### src/rtl/pscx_pkg.sv
package pscx_pkg;

    localparam int unsigned STATE_W = 6;
    localparam int unsigned DOM_W   = 5;

    localparam logic [11:0] OFF_GO   = 12'h120;
    localparam logic [11:0] OFF_BUSY = 12'h128;
    localparam logic [11:0] OFF_DST  = 12'h200;
    localparam logic [11:0] OFF_DCTL = 12'h300;
    localparam logic [11:0] OFF_MST  = 12'h800;
    localparam logic [11:0] OFF_MCTL = 12'hA00;

    localparam int unsigned MCTL_LRSTN_BIT = 8;
    localparam int unsigned MCTL_FRC_BIT   = 31;
    localparam int unsigned MST_CLK_BIT    = 12;

    localparam logic [STATE_W-1:0] MS_SWRST_OFF = 6'd0;
    localparam logic [STATE_W-1:0] MS_SYNC_RST  = 6'd1;
    localparam logic [STATE_W-1:0] MS_DISABLE   = 6'd2;
    localparam logic [STATE_W-1:0] MS_ENABLE    = 6'd3;

    typedef enum logic [1:0] {
        SEQ_IDLE   = 2'd0,
        SEQ_RUN    = 2'd1,
        SEQ_COMMIT = 2'd2
    } seq_state_t;

    typedef struct packed {
        logic               frc;
        logic               lrst_n;
        logic [STATE_W-1:0] next;
        logic               dom_up;
    } req_t;

endpackage

### src/rtl/pscx_regs.sv
module pscx_regs
    import pscx_pkg::*;
#(
    parameter int unsigned ADDR_W = 12,
    parameter int unsigned DATA_W = 32,
    parameter int unsigned DOM_ID = 0
) (
    input  logic               clk,
    input  logic               rst_n,
    input  logic [ADDR_W-1:0]  addr,
    input  logic               we,
    input  logic [DATA_W-1:0]  wdata,
    input  logic               busy,
    input  logic [STATE_W-1:0] cmt_state,
    input  logic               dom_on,
    input  logic               clk_run,
    output req_t               req,
    output logic               go_pulse,
    output logic [DATA_W-1:0]  rdata
);

    logic hit_mctl, hit_dctl, hit_go;

    assign hit_mctl = we && (addr == ADDR_W'(OFF_MCTL));
    assign hit_dctl = we && (addr == ADDR_W'(OFF_DCTL));
    assign hit_go   = we && (addr == ADDR_W'(OFF_GO));
    assign go_pulse = hit_go && wdata[DOM_ID];

    // Control registers accept writes at any time; the sequencer snapshots them.
    always_ff @(posedge clk or negedge rst_n) begin
        if (!rst_n) begin
            req <= '0;
        end else begin
            if (hit_mctl) begin
                req.frc    <= wdata[MCTL_FRC_BIT];
                req.lrst_n <= wdata[MCTL_LRSTN_BIT];
                req.next   <= wdata[STATE_W-1:0];
            end
            if (hit_dctl) begin
                req.dom_up <= wdata[0];
            end
        end
    end

    always_comb begin
        rdata = '0;
        case (addr)
            ADDR_W'(OFF_BUSY): rdata[DOM_ID] = busy;
            ADDR_W'(OFF_DST):  rdata[DOM_W-1:0] = DOM_W'(dom_on);
            ADDR_W'(OFF_DCTL): rdata[0] = req.dom_up;
            ADDR_W'(OFF_MST): begin
                rdata[STATE_W-1:0]  = cmt_state;
                rdata[MST_CLK_BIT]  = clk_run;
            end
            ADDR_W'(OFF_MCTL): begin
                rdata[STATE_W-1:0]     = req.next;
                rdata[MCTL_LRSTN_BIT]  = req.lrst_n;
                rdata[MCTL_FRC_BIT]    = req.frc;
            end
            default: rdata = '0;
        endcase
    end

    // a module-control write is visible on the following cycle
    assert_mctl_write_R2: assert property (@(posedge clk) disable iff (!rst_n)
        hit_mctl |=> (req.next == $past(wdata[STATE_W-1:0])));

endmodule

### src/rtl/pscx_seq.sv
module pscx_seq
    import pscx_pkg::*;
#(
    parameter int unsigned TRANS_CYCLES = 16
) (
    input  logic               clk,
    input  logic               rst_n,
    input  logic               go_pulse,
    input  req_t               req,
    output logic               busy,
    output logic [STATE_W-1:0] cmt_state,
    output logic               cmt_lrst_n,
    output logic               dom_on
);

    localparam int unsigned CNT_W = (TRANS_CYCLES > 2) ? $clog2(TRANS_CYCLES) : 1;
    localparam logic [CNT_W-1:0] CNT_LAST = CNT_W'(TRANS_CYCLES - 2);

    seq_state_t       st_q, st_d;
    logic [CNT_W-1:0] cnt_q;
    req_t             snap_q;
    logic             dom_after;

    // state register
    always_ff @(posedge clk or negedge rst_n) begin
        if (!rst_n) st_q <= SEQ_IDLE;
        else        st_q <= st_d;
    end

    // next state
    always_comb begin
        st_d = st_q;
        unique case (st_q)
            SEQ_IDLE:   if (go_pulse) st_d = SEQ_RUN;
            SEQ_RUN:    if (cnt_q == CNT_LAST) st_d = SEQ_COMMIT;
            SEQ_COMMIT: st_d = SEQ_IDLE;
            default:    st_d = SEQ_IDLE;
        endcase
    end

    assign busy      = (st_q != SEQ_IDLE);
    assign dom_after = snap_q.dom_up | dom_on;

    // outputs: counter, snapshot and committed state
    always_ff @(posedge clk or negedge rst_n) begin
        if (!rst_n) begin
            cnt_q      <= '0;
            snap_q     <= '0;
            cmt_state  <= MS_SWRST_OFF;
            cmt_lrst_n <= 1'b0;
            dom_on     <= 1'b0;
        end else begin
            unique case (st_q)
                SEQ_IDLE: begin
                    cnt_q <= '0;
                    if (go_pulse) snap_q <= req;
                end
                SEQ_RUN: begin
                    cnt_q <= cnt_q + 1'b1;
                end
                SEQ_COMMIT: begin
                    dom_on     <= dom_after;
                    cmt_lrst_n <= snap_q.lrst_n;
                    if (snap_q.next == MS_ENABLE && !dom_after)
                        cmt_state <= MS_DISABLE;
                    else
                        cmt_state <= snap_q.next;
                end
                default: cnt_q <= '0;
            endcase
        end
    end

    // an idle go starts the transition
    assert_go_starts_R3: assert property (@(posedge clk) disable iff (!rst_n)
        (go_pulse && !busy) |=> busy);

    // committed state holds until the commit cycle
    assert_hold_while_busy_R4: assert property (@(posedge clk) disable iff (!rst_n)
        (st_q == SEQ_RUN) |=> ($stable(cmt_state) && $stable(dom_on) && busy));

    // the snapshot is frozen while a transition runs
    assert_snap_frozen_R9: assert property (@(posedge clk) disable iff (!rst_n)
        busy |=> $stable(snap_q));

    // with power present the committed state equals the captured request
    assert_commit_req_R4: assert property (@(posedge clk) disable iff (!rst_n)
        (st_q == SEQ_COMMIT && dom_after) |=> (cmt_state == $past(snap_q.next)));

endmodule

### src/rtl/pscx_outs.sv
module pscx_outs
    import pscx_pkg::*;
(
    input  logic               clk,
    input  logic               rst_n,
    input  logic [STATE_W-1:0] cmt_state,
    input  logic               cmt_lrst_n,
    input  logic               dom_on,
    output logic               clk_run,
    output logic               lrst
);

    always_comb begin
        clk_run = (cmt_state == MS_ENABLE);
        lrst    = (cmt_state == MS_SWRST_OFF) || (cmt_state == MS_SYNC_RST) || !cmt_lrst_n;
    end

    // the module clock never runs in an unpowered domain
    assert_clk_needs_power_R6: assert property (@(posedge clk) disable iff (!rst_n)
        clk_run |-> dom_on);

    // a running clock comes with a released local reset unless software holds it
    assert_clk_reset_R8: assert property (@(posedge clk) disable iff (!rst_n)
        (clk_run && cmt_lrst_n) |-> !lrst);

endmodule

### src/rtl/pwr_seq_ctrl.sv
module pwr_seq_ctrl
    import pscx_pkg::*;
#(
    parameter int unsigned ADDR_W       = 12,
    parameter int unsigned DATA_W       = 32,
    parameter int unsigned DOM_ID       = 0,
    parameter int unsigned TRANS_CYCLES = 16
) (
    input  logic              clk,
    input  logic              rst_n,
    input  logic [ADDR_W-1:0] bus_addr,
    input  logic              bus_we,
    input  logic [DATA_W-1:0] bus_wdata,
    output logic [DATA_W-1:0] bus_rdata,
    output logic              mod_clk_en,
    output logic              mod_lrst,
    output logic              dom_pwr_on
);

    req_t               req;
    logic               go_pulse;
    logic               busy;
    logic [STATE_W-1:0] cmt_state;
    logic               cmt_lrst_n;
    logic               dom_on;
    logic               clk_run;
    logic               lrst;

    pscx_regs #(.ADDR_W(ADDR_W), .DATA_W(DATA_W), .DOM_ID(DOM_ID)) u_regs (
        .clk(clk), .rst_n(rst_n), .addr(bus_addr), .we(bus_we), .wdata(bus_wdata),
        .busy(busy), .cmt_state(cmt_state), .dom_on(dom_on), .clk_run(clk_run),
        .req(req), .go_pulse(go_pulse), .rdata(bus_rdata)
    );

    pscx_seq #(.TRANS_CYCLES(TRANS_CYCLES)) u_seq (
        .clk(clk), .rst_n(rst_n), .go_pulse(go_pulse), .req(req),
        .busy(busy), .cmt_state(cmt_state), .cmt_lrst_n(cmt_lrst_n), .dom_on(dom_on)
    );

    pscx_outs u_outs (
        .clk(clk), .rst_n(rst_n), .cmt_state(cmt_state), .cmt_lrst_n(cmt_lrst_n),
        .dom_on(dom_on), .clk_run(clk_run), .lrst(lrst)
    );

    assign mod_clk_en = clk_run;
    assign mod_lrst   = lrst;
    assign dom_pwr_on = dom_on;

    // domain power, once committed on, stays on
    assert_dom_stays_on_R5: assert property (@(posedge clk) disable iff (!rst_n)
        dom_pwr_on |=> dom_pwr_on);

endmodule

### config.mk
export PLATFORM = sky130hd
export DESIGN_NAME = pwr_seq_ctrl
export DESIGN_NICKNAME = d
export VERILOG_FILES = /design/src/rtl/pscx_pkg.sv /design/src/rtl/pscx_regs.sv /design/src/rtl/pscx_seq.sv /design/src/rtl/pscx_outs.sv /design/src/rtl/pwr_seq_ctrl.sv
export SDC_FILE = /design/constraint.sdc
export NUM_CORES = 1
export LEC_CHECK = 0
export ABC_CLOCK_PERIOD_IN_PS = 1400
export BUFFER_PORTS_ARGS = -buffer_cell sky130_fd_sc_hd__buf_2
export CORE_MARGIN = 2
export CORE_UTILIZATION = 42
export DETAILED_ROUTE_END_ITERATION = 10
export MAX_ROUTING_LAYER = met4
export PLACE_DENSITY = 0.85
export SYNTH_ARGS = -nofsm -noshare
export SYNTH_HDL_FRONTEND = slang
export SYNTH_HIERARCHICAL = 1
export SYNTH_SLANG_ARGS = --single-unit
### constraint.sdc
create_clock -name clk -period 1.4 [get_ports clk]
set_input_delay 0.28 -clock clk [delete_from_list [all_inputs] [get_ports clk]]
set_output_delay 0.28 -clock clk [all_outputs]
set_load 0.02 [all_outputs]
== Word-level counts from Yosys, hierarchy flattened ==
Cells that the tools add are included.
Storage, ports and cells
  register bits after elaboration: 31
  bits in latches: 0
  memory bits (writable): 0
  memory bits (read-only): 0
  input bits: 47
  output and inout bits: 35
  word-level logic and storage cells: 53
  memories kept: 0
Operators by class
  add/subtract/negate cells: 1
  $mul: 0
  divide/modulo/power cells: 0
  magnitude comparators: 0
  eq/ne operators: 14
  shift operators: 0
  muxes and demuxes: 11
  bitwise gates (word level): 1
  reduce and logical (&&, ||, !) cells: 14
Operator list (number)
  $eq A12 B10 Y1 const B: 2
  $eq A12 B12 Y1 const B: 2
  $eq A12 B9 Y1 const B: 2
  $pmux W4 S2: 2
  $eq A6 B2 Y1 const B: 2
  $eq A6 B1 Y1 const B: 1
  $logic_not A6 Y1: 1
  $mux W6: 1
  $logic_and A1 B1 Y1: 5
  $pmux W1 S5: 1
  $add A4 B1 Y4 const B: 1
  $eq A4 B4 Y1 const B: 1
  $mux W2: 2
  $pmux W2 S2: 1
  $reduce_and A2 Y1: 2
  $mux W1: 3
  $eq A2 B1 Y1 const B: 1
  $eq A2 B2 Y1 const B: 1
  $logic_not A1 Y1: 2
  $logic_not A2 Y1: 1
  $logic_or A1 B1 Y1: 2
  $ne A2 B1 Y1 const B: 1
  $ne A2 B2 Y1 const B: 1
  $pmux W1 S2: 1
  2 further kinds: 2

== Logic depth before layout (Yosys ltp) ==
Gate-level depths: netlist (run 1).
  word-level depth: 5
  mapped depth: 6

== Cells and area by module ==
Netlist (run 1), hierarchy kept.
Modules (own cells, without submodules)
  pscx_seq: instances 1, cells each 80, area each 912.1 um^2
  pscx_regs: instances 1, cells each 82, area each 793.3 um^2
  pscx_outs: instances 1, cells each 4, area each 27.5 um^2

== Worst setup path after synthesis (run 1) ==
OpenSTA, ideal clock, no wires.
  kind: register to output
  start: register u_seq.cmt_state[5]
  end: output bus_rdata[12]
  data arrival time: 1.576 ns
  path slack: -0.456 ns
  cell stages (with the launch flop): 4
  path buffers: 0
  cells stage by stage: dfrtp_1 > or4_4 > nor2_1 > and3_1
Between the ends
  longest elaborated chain between the ends: 2
RTL lines
  start, declared: line pscx_seq.sv:11  | output logic [STATE_W-1:0] cmt_state,
  start signal, assigned: line pscx_seq.sv:67  | cmt_state <= snap_q.next;
  $eq A6 B2 Y1: line pscx_outs.sv:14  | clk_run = (cmt_state == MS_ENABLE);
  via mod_clk_en: line pwr_seq_ctrl.sv:15  | output logic mod_clk_en,
  $mux W1: line pscx_regs.sv:47  | case (addr)
  end, declared: line pwr_seq_ctrl.sv:14  | output logic [DATA_W-1:0] bus_rdata,
The timed path passes the listed nets, and every way through them passes these cells.

== Worst setup path after layout (run 1) ==
  start: register u_seq.cmt_state[2]
  end: output bus_rdata[12]
Between the ends
  longest elaborated chain between the ends: 2
RTL lines (line)
  $eq A6 B2 Y1: pscx_outs.sv:14
  $mux W1: pscx_regs.sv:47
Every way passes these cells.

==> qor.csv, run 1 <==
metric;value;unit
yosysTopAreaCell;dfrtp_1;
endpoint_kind;output port;
grt_pass1_wl;6.49;mm
failed_checks;setup timing;
irDropWorstVdd;0.000951;V
worst_slack;-0.509;ns
path_cells;or4_4 -> nor2_4 -> and3_4 -> buf_6;
avgSynthCellArea;10.4;sq um
dp_hpwl;2.82;mm
cts_num_sinks;31;
outcome;complete, but fails checks;
period_needed;1.91;ns
drive_gt1_share;51.5;%
tns;-3.86;ns
initial_utilization;43.6;%
cts_max_level;2;
antenna_found_initial;0;
grt_usage;20.2;%
cts_buffers;5;
worst_ep_arrival_time;1.63;ns
synth_edf_count;0;
dr.pass1.iters;4;
cts_tree;built;
insertion_delay;0.29;ns
worstSetupPathType;reg2out;
clkSlewWorstSetupHoldPaths;0.07;ns
finalSetupViolCount;27;
seq_power_share;44.8;%
leakage;1.23;nW
slew_viol_final;0;
num_rows;23;
dieWidth;68.2;um
internal_power;1.54;mW
wl;4.20;mm
core_area;3970;sq um
diodes;0;
routabilityCongestion;0.792;
grt_pass1_vias;1318;
hp-class;in2async;
ctsHoldBuffers;0;
clockPowerShare;45.6;%
antenna_left;0;
io_pins;82;
cpMaxStageDelayCell;or4_4;
p_sw_share;23.2;%
avgRoutedWirePerCell;14.7;um
ys_warn_count;6;
vias;1392;
cts_buffer_depth;2;
cp.required;1.12;ns
drv_cap;0;
skew;0.00690;ns
yosys_most_used_dff;dfrtp_1;
synth_common_cells;dfrtp_1, nand2_1, buf_4;
synth_most_common_cell;dfrtp_1;
powerDensity;792;nW/um^2
rsz0062_at_grt;yes;
combPwrFrac;9.6;%
syn_inst;166;
drt_iter0_markers;64;
area_delta_synth_final;46.1;%
yosysSeqAreaShare;44.8;%
portBuffers;34;
synth_area;1730;sq um
drc_errors;0;
synth.area.top_cells;dfrtp_1, mux2_2, buf_4, nand2_1, and3_1;
fmax;524;MHz
viasPerCell;4.88;
die_h;68.2;um
die_area;4660;sq um
whs;0.00379;ns
grt_max_degree;32;
gr-total-overflow;0;
layout.nets;283;
post-route-period-util;136;%
cts_root_buf;clkbuf_8;
synth_top_area_share;44.8;%
worstPathMaxFanout;2;
finalHoldViolCount;0;
switching_power;0.465;mW
cp-start-kind;flop;
synthArstFlopShare;100;%
slowest_delay;0.57;ns
ys_types;39;
yosys_register_bits;31;
-- flip-flops by register name, indices dropped and copies added, names as in the netlist --
register          flops
u_regs/req            9
u_seq/snap_q          8
u_seq/cmt_state       6
u_seq/cnt_q           4
u_seq/st_q            2
u_seq/cmt_lrst_n      1
u_seq/dom_on          1
-- cells in the final DEF (no fill, tap or decap), types with 2 or more instances in the layout --
| cell type | n |
|---|---|
| mux2i_1 | 2 |
| a22oi_2 | 5 |
| nor2_4 | 6 |
| nand3_1 | 4 |
| and3_1 | 2 |
| mux2_4 | 16 |
| nor4_4 | 2 |
| dfrtp_1 | 31 |
| ha_1 | 2 |
| o21ai_0 | 5 |
| buf_4 | 28 |
| buf_2 | 19 |
| nor4bb_1 | 2 |
| conb_1 | 23 |
| and3_4 | 5 |
| buf_8 | 3 |
| clkbuf_8 | 6 |
| nand4_1 | 2 |
| nor2_1 | 4 |
| buf_6 | 14 |
| nand2_1 | 26 |
-- worst max-delay path, delay by kind of cell (launching register included) --
family	cells	cell delay [ns]
and+or+nand+nor	3	0.85
buffers and inverters	1	0.11
DFF	1	0.38
-- per-layer routing --
| layer | up-vias | global-route usage (%) | wire (um) |
|---|---|---|---|
| met1 | 685 | 23.3 | 1740 |
| met5 | - | - | 0 |
| met4 | 0 | 6.75 | 58 |
| met3 | 6 | 4.93 | 167 |
| li1 | 667 | - | - |
| met2 | 34 | 34.2 | 2230 |
-- path summary, 6_finish.rpt --
check	slack (ns)	to	cells after the start	startpoint
worst max-delay path	-0.51	bus_rdata[12]	4	u_seq/cmt_state[2]
worst min-delay path	0.004	u_seq/cnt_q[0]	2	rst_n
worst max register to register	-0.04	u_seq/snap_q[0]	4	u_seq/st_q[0]
worst min register to register	0.49	u_seq/cmt_state[1]	2	u_seq/snap_q[2]
max in group asynchronous	1.11	u_regs/req[4]	2	rst_n
min in group clk	0.22	u_regs/req[7]	2	bus_wdata[8]
-- logic make-up after synthesis --
family	synth area share [%]
compound gates	5.49
xor+xnor	1.01
fa+ha+maj	1.44
buf+inv	11.6
flops	44.8
mux	12.2
other cells	0.216
simple gates	23.3
-- through the flow --
step	power [mW]	util [%]	instance area, sq um	cells	setup WS [ns]
2_1_floorplan	1.04	-	1880	188	-0.240
3_3_place_gp	1.08	52.9	2100	268	-0.374
3_5_place_dp	1.08	52.9	2100	268	-0.380
4_1_cts	2.01	62.0	2460	280	-0.511
5_1_grt	2.08	63.7	2530	285	-0.564
6_report	2.01	63.7	2530	285	-0.509
-- layout make-up --
cell class              instances  area, sq um
multi-input cells             129         1040
fillers                       297         1440
well taps                      50         62.6
flip-flops and latches         31          776
clock buffers                   6         82.6
clock inverters                 2         35.0
repair buffers                 65          528
inverters                       2         10.0
-- power groups by stage --
stage	registers, mW	clock network (mW)	logic, mW
4_1_cts	0.898	0.935	0.180
3_5_place_dp	0.915	0	0.164
5_1_grt	0.898	0.968	0.211
2_1_floorplan	0.915	0	0.125
3_3_place_gp	0.915	0	0.161
6_report	0.899	0.914	0.193
-- repair_timing --
action | in CTS | in global routing
pin swaps | 14 | 5
setup buffers | 4 | 5
endpoints found under the hold margin | 0 | 0
setup endpoints to repair | 19 | 33
resized for setup | 54 | 8
(Power assumes the default switching activity.)
==> inputs of run 2 (changes only) <==
--- a/config.mk
+++ b/config.mk
@@ -9,9 +9,12 @@
 export BUFFER_PORTS_ARGS = -buffer_cell sky130_fd_sc_hd__buf_2
 export CORE_MARGIN = 2
 export CORE_UTILIZATION = 42
+export CTS_CLUSTER_SIZE = 16
 export DETAILED_ROUTE_END_ITERATION = 10
+export HOLD_SLACK_MARGIN = 0.06
 export MAX_ROUTING_LAYER = met4
 export PLACE_DENSITY = 0.85
+export SLEW_MARGIN = 10
 export SYNTH_ARGS = -nofsm -noshare
 export SYNTH_HDL_FRONTEND = slang
 export SYNTH_HIERARCHICAL = 1
==> qor.csv, run 2 (same netlist as run 1, synthesis figures left out) <==
metric;value;unit
largest_reg_flops;9;
die_h;68.2;um
p_sw_share;23.2;%
combPwrFrac;9.7;%
mostFrequentLayoutCells;dfrtp_1, buf_4, nand2_1;
worst_ep_arrival_time;1.63;ns
cp.required;1.12;ns
grt_pass1_wl;6.50;mm
cp-start-kind;flop;
fmax;524;MHz
cts_buffers;5;
outcome;complete, but fails checks;
clkSlewWorstSetupHoldPaths;0.07;ns
wl;4.21;mm
worstPathMaxFanout;2;
leakage;1.23;nW
layout_commonest_cell;dfrtp_1;
powerDensity;790;nW/um^2
num_rows;23;
tns;-3.86;ns
core_area;3970;sq um
area_delta_synth_final;46.6;%
final_area;2540;sq um
worstSetupPathType;reg2out;
period_needed;1.91;ns
cts_buffer_depth;2;
dpl-instance-area;2100;sq um
gr-total-overflow;0;
top_register;u_regs/req;
grt_usage;20.2;%
place_inst;268;
cts_root_buf;clkbuf_8;
irDropWorstVdd;0.000951;V
initial_utilization;43.6;%
multi_input_area;1040;sq um
worst_slack;-0.509;ns
dr.pass1.iters;4;
cts_tree;built;
layout.nets;284;
dieWidth;68.2;um
cts_max_level;2;
routabilityCongestion;0.792;
finalSetupViolCount;27;
drv_cap;0;
seqCellArea;776;sq um
top_regs;u_regs/req x9, u_seq/snap_q x8, u_seq/cmt_state x6;
drt_iter0_markers;54;
io_pins;82;
seq_power_share;44.8;%
rsz0062_at_grt;yes;
viasPerCell;4.88;
antenna_found_initial;0;
failed_checks;setup timing;
dp_hpwl;2.82;mm
switching_power;0.465;mW
fill_cells;296;
post-route-period-util;136;%
final_util;64.0;%
total_power;2.01;mW
diodes;0;
antenna_left;0;
hp-class;in2reg;
insertion_delay;0.29;ns
drive_gt1_share;51.3;%
fin_cells;286;
endpoint_kind;output port;
portBuffers;34;
clockPowerShare;45.5;%
grt_pass1_vias;1324;
cts_num_sinks;31;
whs;0.217;ns
slew_viol_final;0;
die_area;4660;sq um
vias;1396;
finalHoldViolCount;0;
internal_power;1.54;mW
drc_errors;0;
skew;0.00690;ns
grt_max_degree;32;
avgRoutedWirePerCell;14.7;um
dp_worst_setup_slack;-0.380;ns
run 2: cell count changes in the layout (fill, tap and decap cells not counted), sizes merged:
cell	before	now
dlygate4sd3	0	1
run 2: repair_timing:
item,CTS,global route
hold endpoints to repair,31,0
endpoints found under the setup margin,19,33
resized for setup,54,8
hold buffers,1,0
setup buffers,4,5
pin swaps,14,5
run 2: power groups by stage:
stage          Clock, mW  Combinational, mW  Sequential (mW)
2_1_floorplan          0              0.125            0.915
3_3_place_gp           0              0.161            0.915
3_5_place_dp           0              0.164            0.915
4_1_cts            0.935              0.183            0.898
5_1_grt            0.968              0.214            0.898
6_report           0.914              0.195            0.899
run 2: routing by layer:
layer | share of wire [%] | up-vias | global-route usage, %
met5 | 0 | - | -
met4 | 1.4 | 0 | 6.75
met3 | 4.0 | 6 | 4.93
met2 | 53 | 34 | 34.3
met1 | 42 | 687 | 23.3
li1 | - | 669 | -
run 2: worst max-delay path, stage by stage, from the launching register on:
cell,delay (ns)
dfrtp_1,0.38
or4_4,0.57
nor2_4,0.10
and3_4,0.18
buf_6,0.11
run 2: path summary, 6_finish.rpt:
| check | slack, ns | from | to | cells after the start |
|---|---|---|---|---|
| worst max-delay path | -0.51 | u_seq/cmt_state[2] | bus_rdata[12] | 4 |
| worst min-delay path | 0.22 | bus_wdata[8] | u_regs/req[7] | 2 |
| worst max register to register | -0.04 | u_seq/st_q[0] | u_seq/snap_q[0] | 4 |
| worst min register to register | 0.49 | u_seq/snap_q[2] | u_seq/cmt_state[1] | 2 |
| max in group asynchronous | 0.56 | rst_n | u_regs/req[4] | 3 |
| min in group asynchronous | 0.55 | rst_n | u_seq/cnt_q[0] | 3 |
run 2: final cells by class:
cell class | instances | share of cell area (%)
multi-input cells | 129 | 40.8
inverters | 2 | 0.394
clock inverters | 2 | 1.38
clock buffers | 6 | 3.25
well taps | 50 | 2.46
flip-flops and latches | 31 | 30.5
repair buffers | 66 | 21.2
